$ cat src/rtl/ftf_pkg.sv
package ftf_pkg;
  // Edge events decoded from a synchronized strobe level.
  typedef struct packed {
    logic rise;
    logic fall;
  } strobe_ev_t;
endpackage

$ cat src/rtl/ftf_strobe_sync.sv
module ftf_strobe_sync
  import ftf_pkg::*;
#(
  parameter int STAGES = 2
) (
  input  logic       clk,
  input  logic       rst_n,
  input  logic       strobe_async,
  output strobe_ev_t ev
);
  localparam int HIST = STAGES + 1;

  // sh[STAGES-1] is the synchronized level, sh[STAGES] its previous value.
  logic [HIST-1:0] sh;

  always_ff @(posedge clk or negedge rst_n) begin
    if (!rst_n) sh <= '0;
    else        sh <= {sh[HIST-2:0], strobe_async};
  end

  assign ev.rise = sh[STAGES-1] & ~sh[STAGES];
  assign ev.fall = ~sh[STAGES-1] & sh[STAGES];
endmodule

$ cat src/rtl/ftf_wr_ctrl.sv
module ftf_wr_ctrl
  import ftf_pkg::*;
(
  input  logic       clk,
  input  logic       rst_n,
  input  strobe_ev_t ev,
  input  logic       first_full,
  output logic       load,
  output logic       hold
);
  // A rise is honoured only when the entry cell is free.
  assign load = ev.rise & ~first_full;

  always_ff @(posedge clk or negedge rst_n) begin
    if (!rst_n)       hold <= 1'b0;
    else if (load)    hold <= 1'b1;
    else if (ev.fall) hold <= 1'b0;
  end

  p_park_keeps_full_r3: assert property (@(posedge clk) disable iff (!rst_n)
    hold |-> first_full);
  p_ignored_rise_r9: assert property (@(posedge clk) disable iff (!rst_n)
    (ev.rise && first_full && !hold) |=> !hold);
endmodule

$ cat src/rtl/ftf_rd_ctrl.sv
module ftf_rd_ctrl
  import ftf_pkg::*;
(
  input  logic       clk,
  input  logic       rst_n,
  input  strobe_ev_t ev,
  input  logic       last_full,
  output logic       pop,
  output logic       out_ready
);
  logic taken;
  logic take;

  assign take      = ev.rise & last_full & ~taken;
  assign pop       = ev.fall & taken;
  assign out_ready = last_full & ~taken;

  always_ff @(posedge clk or negedge rst_n) begin
    if (!rst_n)    taken <= 1'b0;
    else if (take) taken <= 1'b1;
    else if (pop)  taken <= 1'b0;
  end

  p_taken_word_held_r6: assert property (@(posedge clk) disable iff (!rst_n)
    taken |-> last_full);
  p_rise_on_empty_r10: assert property (@(posedge clk) disable iff (!rst_n)
    (ev.rise && !last_full && !taken) |=> !taken);
endmodule

$ cat src/rtl/ftf_cell_chain.sv
module ftf_cell_chain #(
  parameter int WIDTH = 4,
  parameter int DEPTH = 64
) (
  input  logic             clk,
  input  logic             rst_n,
  input  logic             load,
  input  logic [WIDTH-1:0] load_data,
  input  logic             hold_first,
  input  logic             pop,
  output logic             first_full,
  output logic             last_full,
  output logic [WIDTH-1:0] last_data
);
  localparam int LAST = DEPTH - 1;

  logic [DEPTH-1:0] vld;
  logic [DEPTH-1:0] adv;   // word leaves cell i this clock
  logic [DEPTH-1:0] arr;   // word enters cell i this clock
  logic [WIDTH-1:0] dat [DEPTH];
  logic [WIDTH-1:0] src [DEPTH];

  for (genvar gi = 0; gi < DEPTH; gi++) begin : g_cell
    if (gi == 0) begin : g_entry
      assign arr[gi] = load;
      assign src[gi] = load_data;
    end else begin : g_inner
      assign arr[gi] = adv[gi-1];
      assign src[gi] = dat[gi-1];
    end
    if (gi == LAST) begin : g_out
      assign adv[gi] = pop;
    end else if (gi == 0) begin : g_park
      assign adv[gi] = vld[gi] & ~vld[gi+1] & ~hold_first;
    end else begin : g_flow
      assign adv[gi] = vld[gi] & ~vld[gi+1];
    end
  end

  always_ff @(posedge clk or negedge rst_n) begin
    if (!rst_n) begin
      vld <= '0;
      for (int i = 0; i < DEPTH; i++) dat[i] <= '0;
    end else begin
      vld <= (vld & ~adv) | arr;
      for (int i = 0; i < DEPTH; i++) begin
        if (arr[i]) dat[i] <= src[i];
      end
    end
  end

  assign first_full = vld[0];
  assign last_full  = vld[LAST];
  assign last_data  = dat[LAST];

  p_load_into_empty_r2: assert property (@(posedge clk) disable iff (!rst_n)
    load |-> !vld[0]);
  p_pop_needs_word_r7: assert property (@(posedge clk) disable iff (!rst_n)
    pop |-> vld[LAST]);
  p_only_writes_add_r5: assert property (@(posedge clk) disable iff (!rst_n)
    ($countones(vld) > $past($countones(vld))) |-> $past(load));
endmodule

$ cat src/rtl/fallthru_fifo.sv
module fallthru_fifo
  import ftf_pkg::*;
#(
  parameter int WIDTH       = 4,
  parameter int DEPTH       = 64,
  parameter int SYNC_STAGES = 2
) (
  input  logic             clk,
  input  logic             mrst_n,
  input  logic             shift_in,
  input  logic [WIDTH-1:0] din,
  output logic             in_ready,
  input  logic             shift_out,
  output logic             out_ready,
  output logic [WIDTH-1:0] dout
);
  strobe_ev_t wr_ev, rd_ev;
  logic load, hold, pop, first_full, last_full;

  ftf_strobe_sync #(.STAGES(SYNC_STAGES)) u_wr_sync (
    .clk(clk), .rst_n(mrst_n), .strobe_async(shift_in), .ev(wr_ev));

  ftf_strobe_sync #(.STAGES(SYNC_STAGES)) u_rd_sync (
    .clk(clk), .rst_n(mrst_n), .strobe_async(shift_out), .ev(rd_ev));

  ftf_wr_ctrl u_wr (
    .clk(clk), .rst_n(mrst_n), .ev(wr_ev), .first_full(first_full),
    .load(load), .hold(hold));

  ftf_rd_ctrl u_rd (
    .clk(clk), .rst_n(mrst_n), .ev(rd_ev), .last_full(last_full),
    .pop(pop), .out_ready(out_ready));

  ftf_cell_chain #(.WIDTH(WIDTH), .DEPTH(DEPTH)) u_chain (
    .clk(clk), .rst_n(mrst_n), .load(load), .load_data(din),
    .hold_first(hold), .pop(pop), .first_full(first_full),
    .last_full(last_full), .last_data(dout));

  assign in_ready = ~first_full;

  p_dout_steady_r6: assert property (@(posedge clk) disable iff (!mrst_n)
    out_ready |=> $stable(dout));
  p_reset_empty_r1: assert property (@(posedge clk)
    !mrst_n |-> (in_ready && !out_ready));
endmodule

$ cat config.mk
export PLATFORM = sky130hd
export DESIGN_NAME = fallthru_fifo
export DESIGN_NICKNAME = d
export VERILOG_FILES = /design/src/rtl/ftf_pkg.sv /design/src/rtl/ftf_strobe_sync.sv /design/src/rtl/ftf_wr_ctrl.sv /design/src/rtl/ftf_rd_ctrl.sv /design/src/rtl/ftf_cell_chain.sv /design/src/rtl/fallthru_fifo.sv
export SDC_FILE = /design/constraint.sdc
export NUM_CORES = 1
export LEC_CHECK = 0
export BUFFER_PORTS_ARGS = -buffer_cell sky130_fd_sc_hd__buf_2
export CAP_MARGIN = 20
export CORE_MARGIN = 3
export CORE_UTILIZATION = 45
export DETAILED_ROUTE_END_ITERATION = 10
export PLACE_DENSITY = 0.66
export SLEW_MARGIN = 0
export SYNTH_ARGS = -nofsm -noshare
export SYNTH_HDL_FRONTEND = slang
export SYNTH_SLANG_ARGS = --single-unit
export TNS_END_PERCENT = 1
$ cat constraint.sdc
create_clock -name clk -period 1.5 [get_ports clk]
set_input_delay 0.3 -clock clk [delete_from_list [all_inputs] [get_ports clk]]
set_output_delay 0.3 -clock clk [all_outputs]
set_load 0.03 [all_outputs]
==> impl_metrics.csv <==
group,metric,value,unit
yosys,synth.avg_cell_area,16.7,um2
grt,grt_usage,12.7,%
yosys,yosys.area.top_type,"dfrtp_1",
sta,min_period,1490,ps
clocking,cts_buffer_depth,3,
routing,drcViolationCount,0,
placement,post-place-ws,198,ps
floorplan,io_pins,14,
floorplan,die_width,170,um
power_and_ir_drop,seqPwrFrac,49.4,%
power_and_ir_drop,internal_power,16300,uW
yosys,syn_nets,734,
worst_setup_path,r2r-end,"u_chain.last_data[1]$_DFFE_PN0P_",
yosys,netlist_instances,726,
sta,tns,0,ps
yosys,synth_area,0.0121,mm2
yosys,yosys.area.top_type_share,67.6,%
clocking,htree_levels,2,
outcome,status,"completed",
routing,vias_per_cell,5.02,
cells_and_area,diodes,0,
worst_setup_path,arrival,1190,ps
floorplan,die_area,0.0290,mm2
grt,grt_pass1_vias,6396,
power_and_ir_drop,p_leak,0.00743,uW
sta,timing.fmax,0.672,GHz
sta,rsz0062_at_grt,"true",
worst_setup_path,r2r_slack,160,ps
yosys,synth_area_leaders,"dfrtp_1 (68%), mux2_2 (24%), a21o_1 (3.8%)",
floorplan,num_rows,59,
power_and_ir_drop,clkPwrFrac,37.5,%
routing,dr.pass1.iters,4,
sta,max-slew-margin-rel,69.7,%
cells_and_area,seqCellArea,0.00821,mm2
placement,hpwl,11700,um
min_path,hold_path_end,"u_chain.dat[253]$_DFFE_PN0P_",
cells_and_area,finalNetCount,795,
grt,gr-total-overflow,0,
placement,portBuffers,13,
floorplan,die_h,170,um
cells_and_area,fillers,2098,
grt,grt_max_degree,66,
yosys,ys_seq_elements,328,
worst_setup_path,crit_fanout,2,
yosys,yosysWarnings,0,
routing,wirelength,17400,um
grt,antenna_found_initial,0,
sta,tightestPinTransition,453,ps
flow_run,cap_violations,0,
clocking,clock_latency,510,ps
sta,timing.final.ws_setup,12.5,ps
worst_setup_path,end_kind,"output pin",
floorplan,start_util,46.2,%
sta,fin_skew,15.4,ps
min_path,holdPathStages,2,
yosys,ys_types,15,
grt,grt_pass1_wl,31000,um
sta,slew_viol_final,0,
sta,finalSetupViolCount,0,
clocking,numCtsBuffers,35,
cells_and_area,area_delta_synth_final,14.3,%
clocking,root_buffer,"clkbuf_16",
floorplan,coreArea,0.0263,mm2
power_and_ir_drop,p_sw_share,24.3,%
routing,vias,5743,
worst_setup_path,start_kind,"register",
worst_setup_path,crit_type,"reg2out",
clocking,cts_tree,"built",
cells_and_area,drive_above_1_share,43.2,%
worst_setup_path,cp.required,1200,ps
routing,wl_per_cell,15.2,um
power_and_ir_drop,comb_power_share,13.1,%
clocking,numClockSinks,328,
sta,finalHoldViolations,0,
sta,fin_crit_sh,99.2,%
yosys,ys_seq_area_share,67.6,%
worst_setup_path,rr_startpoint,"u_chain.vld[63]$_DFF_PN0_",
placement,gp_routability_congestion,0.706,
routing,antenna_left,0,
power_and_ir_drop,peakVddDrop,1300,uV
worst_setup_path,reg2reg_depth,3,
routing,drt_iter0_drc,259,
min_path,hold_path.class,"in2reg",
power_and_ir_drop,netSwitchingPower,5230,uW
min_path,worstHoldStart,"din[1]",
cells_and_area,multi_input_area,0.00390,mm2
power_and_ir_drop,p_per_area,1550,mW/mm2
clocking,path_clk_slew,60,ps
Yosys cell counts:
master and n:
nor3b_4 2, a21o_2 1, buf_4 4, o21ai_0 2, nand2b_1 3, and2b_1 18, nor2b_1 27, inv_1 1
nor2b_2 17, mux2_2 256, nand3b_1 1, nand2_1 3, dfrtp_1 328, a21oi_1 1, a21o_1 62
layout make-up:
| cell class | instances | area share, % |
|---|---|---|
| tap | 335 | 3.02 |
| timing repair buffer | 28 | 1.94 |
| multi-input combinational | 393 | 28.1 |
| sequential | 328 | 59.1 |
| clock buffer | 51 | 7.17 |
| clock inverter | 9 | 0.631 |
| inverter | 1 | 0.0270 |
layout by cell type, fill, tap and decap left out, drive strengths merged:
master and count:
dlygate4sd3 4, inv 4, nor3b 2, buf 24, nand2 3, a21o 63
o21ai 2, nor2b 44, and2b 18, dfrtp 328, nand3b 1, clkinvlp 1
bufinv 1, mux2 256, clkbuf 51, clkinv 4, a21oi 1, nand2b 3
state kept, by name, summed over array words and instances (netlist names):
register,cells
u_rd_sync.sh,3
u_chain.dat,252
u_chain.vld,64
u_wr_sync.sh,3
u_rd.taken,1
u_chain.last_data,4
u_wr.hold,1
repair_timing:
| action | in CTS | in global routing |
|---|---|---|
| endpoints found under the hold margin | 43 | 0 |
| hold buffers | 4 | 0 |
| endpoints found under the setup margin | 2 | 2 |
| gates resized for setup | 2 | 1 |
| setup buffers | 2 | 0 |
worst max path at each step:
stage	cells past startpoint	to	start	slack, ps
final	2	out_ready	u_rd.taken$_DFFE_PN0P_	10
after global routing	2	out_ready	u_rd.taken$_DFFE_PN0P_	-70
after CTS	2	out_ready	u_rd.taken$_DFFE_PN0P_	-20
after detailed placement	2	u_chain.dat[86]$_DFFE_PN0P_	u_chain.vld[41]$_DFF_PN0_	200
after floorplan	2	u_chain.dat[252]$_DFFE_PN0P_	u_chain.vld[0]$_DFF_PN0_	330
after global placement	2	u_chain.dat[21]$_DFFE_PN0P_	u_chain.vld[58]$_DFF_PN0_	230
per-layer routing:
metal,track usage (%),vias to the layer above,routed length [um]
li1,-,2693,-
met1,16.7,2963,7760
met2,21.0,58,8700
met3,2.81,29,567
met4,4.16,0,381
met5,0,-,0
power by group through the flow:
stage	combinational [uW]	clock, uW	sequential, uW
after global placement	2730	0	10700
after global routing	3110	8690	10800
after floorplan	2290	0	10500
after detailed placement	2860	0	10800
final	2820	8050	10600
after CTS	2890	8320	10600
critical path: stages (launching register included):
cell and delay (ps):
dfrtp_1 390, nor2b_1 130, buf_4 170
stage by stage:
step | util, % | hold slack [ps] | power (uW) | cells | instance area [um2]
after floorplan | - | 4.41 | 12800 | 726 | 12100
after global placement | 48.5 | 234 | 13500 | 1079 | 12700
after detailed placement | 48.5 | 243 | 13600 | 1079 | 12700
after CTS | 52.8 | 1.30 | 21800 | 1145 | 13900
after global routing | 52.8 | 15.1 | 22600 | 1145 | 13900
final | 52.8 | 27.3 | 21500 | 1145 | 13900
cells by family (layout without fill, tap and decap cells):
kind of cell           count (synthesis)  after routing  share of synthesized area [%]
buffers and inverters                  5             89                          0.278
AND/OR/NAND/NOR                       71             71                           4.35
AO/OA/AOI/OAI                         66             66                           4.03
flip-flops                           328            328                           67.6
multiplexers                         256            256                           23.7
Note: power is estimated with default switching activity, not from simulation.
